==> config.mk <==
export PLATFORM = sky130hd
export DESIGN_NAME = keylock_wdog
export DESIGN_NICKNAME = d
export VERILOG_FILES = /design/src/rtl/keylock_wdog_pkg.sv /design/src/rtl/kw_keygate.sv /design/src/rtl/kw_counter.sv /design/src/rtl/kw_compare.sv /design/src/rtl/keylock_wdog.sv
export SDC_FILE = /design/constraint.sdc
export NUM_CORES = 1
export LEC_CHECK = 0
export BUFFER_PORTS_ARGS = -buffer_cell sky130_fd_sc_hd__buf_4
export CORE_UTILIZATION = 30
export DETAILED_ROUTE_END_ITERATION = 8
export GPL_TIMING_DRIVEN = 0
export PLACE_DENSITY = 0.57
export REMOVE_ABC_BUFFERS = 1
export SKIP_CTS_REPAIR_TIMING = 1
export SYNTH_ARGS = -nofsm -noshare
export SYNTH_HDL_FRONTEND = slang
export SYNTH_HIERARCHICAL = 1
export SYNTH_SLANG_ARGS = --single-unit
==> constraint.sdc <==
create_clock -name clk -period 11.8 [get_ports clk]
set_clock_uncertainty 0.05 [all_clocks]
set_input_delay 2.36 -clock clk [delete_from_list [all_inputs] [get_ports clk]]
set_output_delay 2.36 -clock clk [all_outputs]
set_load 0.02 [all_outputs]
==> src/rtl/keylock_wdog_pkg.sv <==
package keylock_wdog_pkg;

  // Byte offsets seen by software
  localparam int unsigned OFS_CFG   = 32'h00;
  localparam int unsigned OFS_COUNT = 32'h08;
  localparam int unsigned OFS_VIEW  = 32'h10;
  localparam int unsigned OFS_FEED  = 32'h18;
  localparam int unsigned OFS_KEY   = 32'h1C;
  localparam int unsigned OFS_THR   = 32'h20;

  // Configuration bit positions decoded by software
  localparam int unsigned SHIFT_LSB = 0;
  localparam int unsigned SHIFT_W   = 4;
  localparam int unsigned B_RSTEN   = 8;
  localparam int unsigned B_ZCLR    = 9;
  localparam int unsigned B_RUNALW  = 12;
  localparam int unsigned B_RUNAWK  = 13;
  localparam int unsigned B_PEND    = 28;

  typedef struct packed {
    logic               pend;
    logic               run_awake;
    logic               run_always;
    logic               zero_clr;
    logic               rst_en;
    logic [SHIFT_W-1:0] shift;
  } wd_cfg_t;

  function automatic logic [31:0] cfg_to_word(wd_cfg_t c);
    logic [31:0] w;
    w = '0;
    w[SHIFT_LSB +: SHIFT_W] = c.shift;
    w[B_RSTEN]  = c.rst_en;
    w[B_ZCLR]   = c.zero_clr;
    w[B_RUNALW] = c.run_always;
    w[B_RUNAWK] = c.run_awake;
    w[B_PEND]   = c.pend;
    return w;
  endfunction

  function automatic wd_cfg_t word_to_cfg(logic [31:0] w);
    wd_cfg_t c;
    c.shift      = w[SHIFT_LSB +: SHIFT_W];
    c.rst_en     = w[B_RSTEN];
    c.zero_clr   = w[B_ZCLR];
    c.run_always = w[B_RUNALW];
    c.run_awake  = w[B_RUNAWK];
    c.pend       = w[B_PEND];
    return c;
  endfunction

endpackage

==> src/rtl/kw_keygate.sv <==
module kw_keygate (
  input  logic clk,
  input  logic rst_n,
  input  logic arm,      // correct key written
  input  logic spend,    // write to a protected register
  output logic unlocked
);
  always_ff @(posedge clk or negedge rst_n) begin
    if (!rst_n)     unlocked <= 1'b0;
    else if (arm)   unlocked <= 1'b1;
    else if (spend) unlocked <= 1'b0;
  end
endmodule

==> src/rtl/kw_counter.sv <==
module kw_counter #(
  parameter int unsigned CNT_W = 31
) (
  input  logic             clk,
  input  logic             rst_n,
  input  logic             load,
  input  logic [CNT_W-1:0] load_val,
  input  logic             clear,
  input  logic             step,
  output logic [CNT_W-1:0] count
);
  always_ff @(posedge clk or negedge rst_n) begin
    if (!rst_n)      count <= '0;
    else if (load)   count <= load_val;
    else if (clear)  count <= '0;
    else if (step)   count <= count + 1'b1;
  end
endmodule

==> src/rtl/kw_compare.sv <==
module kw_compare #(
  parameter int unsigned CNT_W   = 31,
  parameter int unsigned CMP_W   = 16,
  parameter int unsigned SHIFT_W = 4
) (
  input  logic [CNT_W-1:0]   count,
  input  logic [SHIFT_W-1:0] shift,
  input  logic [CMP_W-1:0]   threshold,
  output logic [CMP_W-1:0]   view,
  output logic               hit
);
  function automatic logic [CMP_W-1:0] scale_down(logic [CNT_W-1:0] c,
                                                  logic [SHIFT_W-1:0] s);
    logic [CNT_W-1:0] t;
    t = c >> s;
    return t[CMP_W-1:0];
  endfunction

  assign view = scale_down(count, shift);
  assign hit  = (view >= threshold);
endmodule

==> src/rtl/keylock_wdog.sv <==
module keylock_wdog
  import keylock_wdog_pkg::*;
#(
  parameter int unsigned ADDR_W   = 6,
  parameter int unsigned CNT_W    = 31,
  parameter int unsigned CMP_W    = 16,
  parameter logic [31:0] KEY_VAL  = 32'h51F1_5EED,
  parameter logic [31:0] FEED_VAL = 32'h0D09_F00D,
  parameter logic [CMP_W-1:0] THR_INIT = CMP_W'(16'hBEEF)
) (
  input  logic              clk,
  input  logic              rst_n,
  input  logic              bus_en,
  input  logic              bus_we,
  input  logic [ADDR_W-1:0] bus_addr,
  input  logic [31:0]       bus_wdata,
  output logic [31:0]       bus_rdata,
  input  logic              tick,
  output logic              irq,
  output logic              rst_req
);
  localparam logic [ADDR_W-1:0] A_CFG   = ADDR_W'(OFS_CFG);
  localparam logic [ADDR_W-1:0] A_COUNT = ADDR_W'(OFS_COUNT);
  localparam logic [ADDR_W-1:0] A_VIEW  = ADDR_W'(OFS_VIEW);
  localparam logic [ADDR_W-1:0] A_FEED  = ADDR_W'(OFS_FEED);
  localparam logic [ADDR_W-1:0] A_KEY   = ADDR_W'(OFS_KEY);
  localparam logic [ADDR_W-1:0] A_THR   = ADDR_W'(OFS_THR);

  // Decode
  logic wr, sel_cfg, sel_cnt, sel_feed, sel_key, sel_thr;
  assign wr       = bus_en & bus_we;
  assign sel_cfg  = (bus_addr == A_CFG);
  assign sel_cnt  = (bus_addr == A_COUNT);
  assign sel_feed = (bus_addr == A_FEED);
  assign sel_key  = (bus_addr == A_KEY);
  assign sel_thr  = (bus_addr == A_THR);

  // Named events for the checker
  logic key_arm, guard_wr, unlocked, taken;
  logic cfg_wr, cnt_load, feed_ok, thr_wr, thr_try;
  logic cmp_hit, zero_on_hit, hit_prev;

  assign key_arm  = wr & sel_key & (bus_wdata == KEY_VAL);
  assign guard_wr = wr & (sel_cfg | sel_cnt | sel_feed | sel_thr);
  assign taken    = guard_wr & unlocked;
  assign cfg_wr   = taken & sel_cfg;
  assign cnt_load = taken & sel_cnt;
  assign feed_ok  = taken & sel_feed & (bus_wdata == FEED_VAL);
  assign thr_wr   = taken & sel_thr;
  assign thr_try  = wr & sel_thr;

  kw_keygate u_gate (
    .clk(clk), .rst_n(rst_n), .arm(key_arm), .spend(guard_wr), .unlocked(unlocked)
  );

  // Configuration and threshold registers
  wd_cfg_t cfg_q, cfg_nx;
  logic [CMP_W-1:0] thr_q;

  always_comb begin
    cfg_nx = cfg_q;
    if (cfg_wr) cfg_nx = word_to_cfg(bus_wdata);
    cfg_nx.pend = cfg_nx.pend | cmp_hit;
  end

  always_ff @(posedge clk or negedge rst_n) begin
    if (!rst_n) begin
      cfg_q    <= '0;
      thr_q    <= THR_INIT;
      hit_prev <= 1'b0;
    end else begin
      cfg_q    <= cfg_nx;
      hit_prev <= cmp_hit;
      if (thr_wr) thr_q <= bus_wdata[CMP_W-1:0];
    end
  end

  // Counter and comparator
  logic [CNT_W-1:0] count;
  logic [CMP_W-1:0] view;
  logic             running;

  assign running     = cfg_q.run_always | cfg_q.run_awake;
  assign zero_on_hit = cmp_hit & cfg_q.zero_clr;

  kw_counter #(.CNT_W(CNT_W)) u_cnt (
    .clk(clk), .rst_n(rst_n),
    .load(cnt_load), .load_val(bus_wdata[CNT_W-1:0]),
    .clear(feed_ok | zero_on_hit), .step(tick & running),
    .count(count)
  );

  kw_compare #(.CNT_W(CNT_W), .CMP_W(CMP_W), .SHIFT_W(SHIFT_W)) u_cmp (
    .count(count), .shift(cfg_q.shift), .threshold(thr_q),
    .view(view), .hit(cmp_hit)
  );

  assign irq     = cfg_q.pend;
  assign rst_req = cmp_hit & ~hit_prev & cfg_q.rst_en;

  // Read mux
  always_comb begin
    bus_rdata = '0;
    if (sel_cfg)      bus_rdata = cfg_to_word(cfg_q);
    else if (sel_cnt) bus_rdata = 32'(count);
    else if (bus_addr == A_VIEW) bus_rdata = 32'(view);
    else if (sel_key) bus_rdata = 32'(unlocked);
    else if (sel_thr) bus_rdata = 32'(thr_q);
  end
endmodule

==> results of run 1 <==
==> critical path, delay by kind of cell <==
family	cells	cell delay [ps]
simple gates	3	1430
buf+inv	2	350
compound gates	1	210
==> sequential cells by signal, indices dropped and copies added (netlist names) <==
signal / cells
thr_q: 16
cfg_q: 8
irq: 1
u_cnt/count: 31
u_gate/unlocked: 1
hit_prev: 1
==> final cells by class <==
class | instances | area, um2 | share of cell area, %
inverter | 21 | 78.8 | 1.21
sequential | 58 | 1470 | 22.5
timing repair buffer | 77 | 598 | 9.17
clock inverter | 7 | 103 | 1.57
tap | 229 | 287 | 4.39
multi-input combinational | 515 | 3760 | 57.7
clock buffer | 9 | 225 | 3.45
==> cell usage in the layout (no fill, tap or decap), types with 5 or more instances in the layout <==
| master | instances |
|---|---|
| buf_4 | 75 |
| nand2_1 | 68 |
| nor2_1 | 51 |
| dfrtp_1 | 43 |
| mux2_2 | 41 |
| o21ai_0 | 36 |
| mux2i_1 | 33 |
| a21oi_1 | 28 |
| nand3_1 | 24 |
| and2_1 | 22 |
| inv_1 | 20 |
| nor3_1 | 19 |
| ha_1 | 18 |
| nand4_1 | 17 |
| mux4_2 | 15 |
| dfstp_2 | 13 |
| nor4_1 | 12 |
| clkbuf_16 | 9 |
| o211ai_1 | 9 |
| and4_1 | 9 |
| a22oi_1 | 8 |
| a221o_1 | 8 |
| o22ai_1 | 7 |
| xnor2_1 | 7 |
| and3_1 | 6 |
| nand2b_1 | 5 |
| a32oi_1 | 5 |
==> kinds of logic after synthesis <==
family | Yosys count
buf+inv | 56
compound gates | 133
other cells | 1
fa+ha+maj | 18
mux | 90
simple gates | 264
xor+xnor | 9
flops | 58
==> through the flow <==
| stage | std cells | hold WS [ps] | utilization (%) | worst slack [ps] |
|---|---|---|---|---|
| floorplan | 594 | 439 | - | 5460 |
| global placement | 898 | 465 | 34.2 | 4780 |
| detailed placement | 900 | 486 | 34.5 | 4990 |
| CTS | 916 | 499 | 36.3 | 4990 |
| global route | 916 | 524 | 36.3 | 4840 |
| finish | 916 | 503 | 36.3 | 5020 |
==> power by group through the flow <==
stage          clock network (mW)  logic, mW  registers [mW]
2_1_floorplan                   0    0.00569           0.203
3_3_place_gp                    0     0.0319           0.203
3_5_place_dp                    0     0.0317           0.203
4_1_cts                     0.292     0.0317           0.199
5_1_grt                     0.301     0.0340           0.199
6_report                    0.288     0.0317           0.199
==> worst min-delay path by stage <==
stage | slack, ps | cells after the start | start | end
6_report | 500 | 1 | cfg_q[4]$_DFFE_PN0P_ | cfg_q[4]$_DFFE_PN0P_
5_1_grt | 520 | 1 | cfg_q[7]$_DFFE_PN0P_ | cfg_q[7]$_DFFE_PN0P_
4_1_cts | 500 | 1 | cfg_q[7]$_DFFE_PN0P_ | cfg_q[7]$_DFFE_PN0P_
3_5_place_dp | 490 | 1 | cfg_q[7]$_DFFE_PN0P_ | cfg_q[7]$_DFFE_PN0P_
3_3_place_gp | 460 | 1 | thr_q[8]$_DFFE_PN0P_ | thr_q[8]$_DFFE_PN0P_
2_1_floorplan | 440 | 1 | u_gate/unlocked$_DFFE_PN0P_ | u_gate/unlocked$_DFFE_PN0P_
==> routing by layer <==
metal | track usage (%) | routed length [um] | up-vias
li1 | - | - | 2511
met2 | 32.2 | 8910 | 230
met4 | 7.02 | 440 | 0
met1 | 29.3 | 8820 | 2671
met3 | 2.87 | 1270 | 30
met5 | 0 | 0 | -
==> flow_metrics.py, run 1 <==
metrics = {
    "power": {
        "p_sw_share_pct": 23.4,
        "finalPower_mw": 0.519,
        "p_seq_share_pct": 38.4,
        "pwr-share-clk_pct": 55.5,
        "peakVddDrop_mv": 0.0477,
        "switchingPower_mw": 0.121,
        "p_per_area_nw_per_um2": 79.6,
        "leakagePower_nw": 2.48,
        "combinationalPowerShare_pct": 6.1,
        "intPower_mw": 0.398,
    },
    "worst_setup_path": {
        "r2r_end": "u_cnt/count[26]$_DFFE_PN0P_",
        "critPathMaxStageDelay_ps": 1020,
        "crit_top_cell": "buf_4",
        "cp.required_ps": 9390,
        "crit_path_start": "bus_addr[1]",
        "arrival_ps": 4370,
        "crit_type": "in -> out",
        "crit_end": "bus_rdata[13]",
        "critPathLaunchType": "primary input",
        "timing.rr.start": "cfg_q[2]$_DFFE_PN0P_",
        "rrSetupSlack_ps": 6790,
        "path_max_fanout": 30,
        "reg2reg_depth": 14,
        "critPathSlowestCell": "and3_1",
        "cp_cell_sequence": "buf_4 > nor3_4 > and3_1 > nand2_1 > o21ai_0 > buf_4",
        "setup.worst_path.end_class": "primary output",
    },
    "die": {
        "rows": 49,
        "dieWidth_um": 137,
        "boundaryPins": 77,
        "core-area_um2": 18000,
        "die_y_um": 137,
        "dieArea_um2": 18800,
        "initial_core_util_pct": 30.6,
    },
    "clocking": {
        "insertion_delay_ps": 330,
        "cts_buffers": 9,
        "path_clk_slew_ps": 60,
        "cts_sinks": 58,
        "cts_buffer_depth": 2,
        "cts-root-buf": "clkbuf_16",
        "cts_max_level": 3,
        "cts_tree": "yes",
    },
    "cells_and_area": {
        "finalInstanceArea_um2": 6520,
        "antenna_cells": 0,
        "drive_above_1_share_pct": 25.3,
        "nets": 743,
        "area_growth_pct": 18.8,
        "n_fill_cell": 1850,
    },
    "synthesis": {
        "synth-adder-area-share_pct": 4.10,
        "synth_compound_area_share_pct": 16.1,
        "synthMuxAreaShare_pct": 21.1,
        "synth_xor_area_share_pct": 1.44,
        "syn_area_um2": 5490,
        "ys_seq_area_share_pct": 26.7,
        "synth_most_common_cell": "nand2_1",
        "yosys.cell_types.count": 64,
        "synth_edf_count": 0,
        "avgSynthCellArea_um2": 8.73,
        "synth_top_area_share_pct": 20.5,
        "synth_top_family_by_area": "simple AND/OR/NAND/NOR gates",
        "ys_async_sr_fraction_pct": 100,
        "netlist_instances": 629,
        "ys_top_cells_by_area": "dfrtp_1 (21%), mux2_2 (8.4%), dfstp_2 (6.2%), mux4_2 (6.2%), mux2i_1 (6.0%)",
        "yosys_warnings": 6,
        "synthSimpleGateAreaFrac_pct": 25.7,
        "synth_flop_cell": "dfrtp_1",
        "yosysTopAreaCell": "dfrtp_1",
        "ys_seq_elements": 58,
        "yosys-top-cells-count": "nand2_1 (68), nor2_1 (52), dfrtp_1 (45)",
    },
    "detailed_routing": {
        "drc": 0,
        "vias": 5442,
        "via_per_inst": 5.94,
        "wl_mm": 19.4,
        "ant_nets": 0,
        "wl_per_cell_um": 21.2,
        "drt_iter0_drc": 579,
        "firstDrtPassIters": 5,
    },
    "global_routing": {
        "grt_max_degree": 59,
        "grt_remaining_overflow": 0,
        "grt_pass1_wl_mm": 29.0,
        "first_global_vias": 4931,
        "grt_usage_pct": 20.7,
        "antenna_found_initial": 0,
    },
    "worst_hold_path": {
        "min_path_type": "reg -> reg",
    },
    "timing": {
        "fin_setup_tns_ps": 0,
        "worst_pin_slew_ps": 1210,
        "drv_slew": 0,
        "fin_crit_sh_pct": 57.4,
        "fin_crit_ps": 6780,
        "fmaxAchievable_mhz": 148,
        "maxSlewHeadroom_pct": 19.7,
        "finalSetupViolCount": 0,
        "hold_viol": 0,
        "rsz0062_at_grt": "no",
    },
    "placement": {
        "io_buffer_count": 75,
        "place_area_um2": 6190,
        "dp_hpwl_mm": 13.9,
        "place_congestion": 0.882,
    },
    "run": {
        "max_cap_violations": 0,
    },
    "outcome": {
        "status": "complete, no violations",
    },
}
(Power assumes the default switching activity.)
==> inputs of run 2 (changes only) <==
--- a/config.mk
+++ b/config.mk
@@ -9,7 +9,7 @@
 export CORE_UTILIZATION = 30
 export DETAILED_ROUTE_END_ITERATION = 8
 export GPL_TIMING_DRIVEN = 0
-export PLACE_DENSITY = 0.57
+export PLACE_DENSITY = 0.59
 export REMOVE_ABC_BUFFERS = 1
 export SKIP_CTS_REPAIR_TIMING = 1
 export SYNTH_ARGS = -nofsm -noshare
==> constraint.sdc (replaced) <==
create_clock -name clk -period 5.5 [get_ports clk]
set_clock_uncertainty 0.05 [all_clocks]
set_input_delay 1.1 -clock clk [delete_from_list [all_inputs] [get_ports clk]]
set_output_delay 1.1 -clock clk [all_outputs]
set_load 0.02 [all_outputs]
==> flow_metrics.py, run 2 (synthesis gave the netlist of run 1 again) <==
metrics = {
    "outcome": {
        "status": "complete, no violations",
    },
    "timing": {
        "maxSlewHeadroom_pct": 22.0,
        "fin_crit_ps": 5200,
        "hold_viol": 0,
        "layout_setup_ws_ps": 299,
        "drv_slew": 0,
        "timing.hold.ws_ps": 488,
        "fmaxAchievable_mhz": 192,
        "worst_pin_slew_ps": 1170,
        "finalSetupViolCount": 0,
        "fin_crit_sh_pct": 94.6,
        "rsz0062_at_grt": "no",
    },
    "clocking": {
        "cts_tree": "yes",
        "path_clk_slew_ps": 60,
        "cts-root-buf": "clkbuf_16",
        "cts_max_level": 3,
        "cts_buffers": 9,
        "insertion_delay_ps": 340,
        "cts_buffer_depth": 2,
        "cts_sinks": 58,
    },
    "placement": {
        "placed_cells": 900,
        "dp_slack_ps": 390,
        "place_congestion": 0.895,
        "io_buffer_count": 75,
        "dp_hpwl_mm": 13.9,
    },
    "die": {
        "dieArea_um2": 18800,
        "initial_core_util_pct": 30.6,
        "dieWidth_um": 137,
        "die_y_um": 137,
        "core-area_um2": 18000,
        "rows": 49,
        "boundaryPins": 77,
    },
    "power": {
        "leakagePower_nw": 2.49,
        "finalPower_mw": 1.16,
        "peakVddDrop_mv": 0.145,
        "p_per_area_nw_per_um2": 177,
    },
    "global_routing": {
        "grt_pass1_wl_mm": 29.9,
        "antenna_found_initial": 0,
        "grt_max_degree": 59,
        "first_global_vias": 5116,
        "grt_remaining_overflow": 0,
        "grt_usage_pct": 21.1,
    },
    "worst_setup_path": {
        "path_max_fanout": 42,
        "crit_type": "reg -> out",
        "setup.worst_path.end_class": "primary output",
        "rrSetupSlack_ps": 550,
        "r2r_end": "u_cnt/count[26]$_DFFE_PN0P_",
        "reg2reg_depth": 13,
        "cp.required_ps": 4350,
        "timing.rr.start": "cfg_q[0]$_DFFE_PN0P_",
        "critPathLaunchType": "flip-flop",
        "arrival_ps": 4050,
    },
    "worst_hold_path": {
        "hold_start": "thr_q[8]$_DFFE_PN0P_",
        "hold_depth": 1,
        "min_path_type": "reg -> reg",
        "hold_end": "thr_q[8]$_DFFE_PN0P_",
    },
    "detailed_routing": {
        "wl_per_cell_um": 21.1,
        "drt_iter0_drc": 592,
        "drc": 0,
        "wl_mm": 19.3,
        "vias": 5515,
        "via_per_inst": 6.02,
        "firstDrtPassIters": 6,
        "ant_nets": 0,
    },
    "cells_and_area": {
        "largest_reg_flops": 31,
        "antenna_cells": 0,
        "largest_registers": "u_cnt/count x31, thr_q x16, cfg_q x8",
        "nets": 743,
        "final_common_cell": "buf_4",
        "regMostFlops": "u_cnt/count",
        "final_cell_mix": "buf_4 (75), nand2_1 (68), nor2_1 (51), dfrtp_1 (42), mux2_2 (41)",
        "area_growth_pct": 19.2,
        "fin_cells": 916,
        "drive_above_1_share_pct": 25.5,
        "n_fill_cell": 1848,
    },
    "run": {
        "max_cap_violations": 0,
    },
}
## run 2: layout make-up
class,instances,area (um2),area share (%)
multi-input combinational,515,3760,57.4
sequential,58,1470,22.5
timing repair buffer,77,598,9.14
tap,229,287,4.38
clock buffer,9,225,3.44
clock inverter,7,125,1.91
inverter,21,78.8,1.20
## run 2: critical path, cell delays in order (launching register included)
cell,delay [ps]
dfrtp_2,940
mux2_2,440
a221oi_1,590
ha_1,260
nand4_1,140
nand3b_1,170
or4_1,400
o211ai_1,340
nand2_1,120
nor2_1,110
buf_4,140
## run 2: worst max-delay path by stage
stage,end,from,cells after the start
floorplan,rst_req,cfg_q[1]$_DFFE_PN0P_,10
global placement,u_cnt/count[15]$_DFFE_PN0P_,cfg_q[1]$_DFFE_PN0P_,13
detailed placement,u_cnt/count[20]$_DFFE_PN0P_,bus_addr[1],7
CTS,rst_req,cfg_q[2]$_DFFE_PN0P_,12
global route,rst_req,cfg_q[0]$_DFFE_PN0P_,10
finish,rst_req,cfg_q[0]$_DFFE_PN0P_,10
## run 2: power breakdown
group / internal (mW) / switching (mW) / total [mW] / leakage (nW)
Combinational: 0.0261 / 0.0418 / 0.0679 / 1.57
Sequential: 0.427 / 0.00000000000810 / 0.427 / 0.748
Clock: 0.446 / 0.216 / 0.662 / 0.170
Total: 0.899 / 0.257 / 1.16 / 2.49
## run 2: layer usage
| metal | up-vias | global-route usage (%) | part of all wire (%) |
|---|---|---|---|
| li1 | 2514 | - | - |
| met5 | - | 0 | 0 |
| met3 | 28 | 3.57 | 7.2 |
| met1 | 2721 | 28.4 | 44 |
| met2 | 252 | 33.9 | 46 |
| met4 | 0 | 7.20 | 2.0 |
## run 2: stage by stage
stage	setup TNS (ps)	utilization [%]	area, um2
6_report	0	36.4	6550
5_1_grt	0	36.4	6550
4_1_cts	0	36.4	6540
3_5_place_dp	0	34.5	6190
3_3_place_gp	-13780	34.2	6150
2_1_floorplan	0	-	5300
==> inputs of run 3 (changes only) <==
--- a/config.mk
+++ b/config.mk
@@ -14,5 +14,4 @@
 export SKIP_CTS_REPAIR_TIMING = 1
 export SYNTH_ARGS = -nofsm -noshare
 export SYNTH_HDL_FRONTEND = slang
-export SYNTH_HIERARCHICAL = 1
 export SYNTH_SLANG_ARGS = --single-unit
==> flow_metrics.py, run 3 <==
metrics = {
    "synthesis": {
        "synth_most_common_cell": "nand2_1",
        "synth_edf_count": 0,
        "ys_seq_area_share_pct": 26.5,
        "ys_seq_elements": 58,
        "avgSynthCellArea_um2": 8.86,
        "synth_xor_area_share_pct": 0,
        "syn_area_um2": 5540,
        "synth_top_area_share_pct": 20.3,
        "synth_top_family_by_area": "compound AO/OA/AOI/OAI gates",
        "netlist_instances": 626,
        "synth-adder-area-share_pct": 3.84,
        "yosys.cell_types.count": 66,
        "synthSimpleGateAreaFrac_pct": 21.3,
        "synthMuxAreaShare_pct": 16.7,
        "synth_compound_area_share_pct": 24.5,
        "ys_top_cells_by_area": "dfrtp_1 (20%), mux4_2 (6.9%), dfstp_2 (6.2%), mux2_2 (6.1%), nand2_1 (4.2%)",
        "yosysTopAreaCell": "dfrtp_1",
        "synth_flop_cell": "dfrtp_1",
        "yosys_warnings": 0,
        "ys_async_sr_fraction_pct": 100,
        "yosys-top-cells-count": "nand2_1 (62), dfrtp_1 (45), nor2_1 (34)",
    },
    "run": {
        "max_cap_violations": 0,
    },
    "power": {
        "finalPower_mw": 1.10,
        "peakVddDrop_mv": 0.135,
        "p_per_area_nw_per_um2": 169,
        "leakagePower_nw": 2.62,
    },
    "worst_setup_path": {
        "setup.worst_path.end_class": "primary output",
        "crit_type": "in -> out",
        "arrival_ps": 4110,
        "cp.required_ps": 4350,
        "path_max_fanout": 32,
        "critPathLaunchType": "primary input",
    },
    "cells_and_area": {
        "multi_input_area_um2": 3690,
        "finalInstanceArea_um2": 6540,
        "nets": 715,
        "regMostFlops": "u_cnt.count",
        "antenna_cells": 0,
        "largest_reg_flops": 31,
        "n_fill_cell": 1903,
        "final_common_cell": "buf_4",
        "area_growth_pct": 18.0,
        "fin_cells": 889,
        "area.sequential_um2": 1470,
        "largest_registers": "u_cnt.count x31, thr_q x16, cfg_q x8",
        "drive_above_1_share_pct": 28.0,
        "final_cell_mix": "buf_4 (75), nand2_1 (61), dfrtp_1 (43), nor2_1 (34), nand3_1 (33)",
    },
    "die": {
        "rows": 49,
        "initial_core_util_pct": 30.8,
        "die_y_um": 138,
        "dieArea_um2": 19000,
        "dieWidth_um": 138,
        "boundaryPins": 77,
        "core-area_um2": 18000,
    },
    "clocking": {
        "path_clk_slew_ps": 50,
        "cts_sinks": 58,
        "cts_tree": "yes",
        "cts_buffer_depth": 2,
        "cts_max_level": 3,
        "cts_buffers": 9,
        "insertion_delay_ps": 340,
        "cts-root-buf": "clkbuf_16",
    },
    "detailed_routing": {
        "vias": 5506,
        "via_per_inst": 6.19,
        "ant_nets": 0,
        "firstDrtPassIters": 5,
        "wl_per_cell_um": 21.3,
        "drt_iter0_drc": 587,
        "wl_mm": 18.9,
        "drc": 0,
    },
    "timing": {
        "finalSetupViolCount": 0,
        "fin_crit_ps": 5260,
        "fmaxAchievable_mhz": 190,
        "rsz0062_at_grt": "no",
        "hold_viol": 0,
        "maxSlewHeadroom_pct": 12.3,
        "drv_slew": 0,
        "fin_setup_tns_ps": 0,
        "fin_crit_sh_pct": 95.6,
        "timing.hold.ws_ps": 490,
        "worst_pin_slew_ps": 1320,
    },
    "global_routing": {
        "first_global_vias": 5017,
        "antenna_found_initial": 0,
        "grt_max_degree": 59,
        "grt_usage_pct": 20.5,
        "grt_remaining_overflow": 0,
        "grt_pass1_wl_mm": 29.4,
    },
    "placement": {
        "placed_cells": 872,
        "place_area_um2": 6210,
        "place_congestion": 0.881,
        "io_buffer_count": 75,
        "dp_hpwl_mm": 13.4,
    },
    "worst_hold_path": {
        "min_path_type": "reg -> reg",
    },
    "outcome": {
        "status": "complete, no violations",
    },
}
[run 3: cell count changes after synthesis, moves of 11 or more]
cell	change
mux2_2	-11
nor2_1	-18
a32oi_1	+16
buf_2	+14
nor4_1	-11
clkbuf_1	+15
nor3_1	-12
o21ai_0	-11
a31oi_1	+12
a311oi_1	+12
mux2i_1	-18
[run 3: cell families (layout without fill, tap and decap cells)]
| family | after synthesis | count (layout) |
|---|---|---|
| compound gates | 177 | 177 |
| other cells | 1 | 1 |
| fa+ha+maj | 17 | 17 |
| simple gates | 218 | 218 |
| buf+inv | 91 | 125 |
| mux | 64 | 64 |
| flops | 58 | 58 |
[run 3: critical path: stages]
cell and delay (ps):
buf_4 120, nor4_2 920, and3b_1 1180, a222oi_1 340
o211ai_1 230, buf_4 200
[run 3: stage by stage]
step	utilization, %	worst slack, ps
after global routing	36.3	30.1
final	36.3	243
after detailed placement	34.4	138
after global placement	33.8	-661
after CTS	36.2	-280
after floorplan	-	580
[run 3: power breakdown]
group / leakage, nW / internal, mW / switching [mW] / total (mW)
clock network: 0.151 / 0.395 / 0.216 / 0.612
logic: 1.73 / 0.0251 / 0.0395 / 0.0646
registers: 0.735 / 0.427 / 0.00000000000111 / 0.427
total: 2.62 / 0.848 / 0.256 / 1.10
[run 3: worst paths after layout]
| kind | startpoint | endpoint | slack, ps | cells after the start |
|---|---|---|---|---|
| worst max-delay path | bus_addr[1] | bus_rdata[0] | 240 | 6 |
| worst min-delay path | thr_q[8]$_DFFE_PN0P_ | thr_q[8]$_DFFE_PN0P_ | 490 | 1 |
| worst max register to register | cfg_q[2]$_DFFE_PN0P_ | u_cnt.count[8]$_DFFE_PN0P_ | 1000 | 11 |
| worst min register to register | thr_q[8]$_DFFE_PN0P_ | thr_q[8]$_DFFE_PN0P_ | 490 | 1 |
| max in group asynchronous | rst_n | cfg_q[0]$_DFFE_PN0P_ | 4000 | 1 |
| min in group asynchronous | rst_n | cfg_q[3]$_DFFE_PN0P_ | 810 | 1 |
[run 3: layout make-up]
cell class	instances	area share, %
flip-flops and latches	58	22.5
repair inverters	1	0.0765
well taps	229	4.38
clock inverters	7	1.43
repair buffers	81	10.1
clock buffers	9	3.44
inverters	27	1.61
multi-input cells	477	56.4
[run 3: routing by layer]
| layer | up-vias | GRT usage (%) | wire (um) |
|---|---|---|---|
| li1 | 2500 | - | - |
| met1 | 2689 | 28.9 | 8340 |
| met2 | 287 | 31.3 | 8600 |
| met3 | 30 | 3.95 | 1560 |
| met4 | 0 | 6.58 | 422 |
| met5 | - | 0 | 0 |
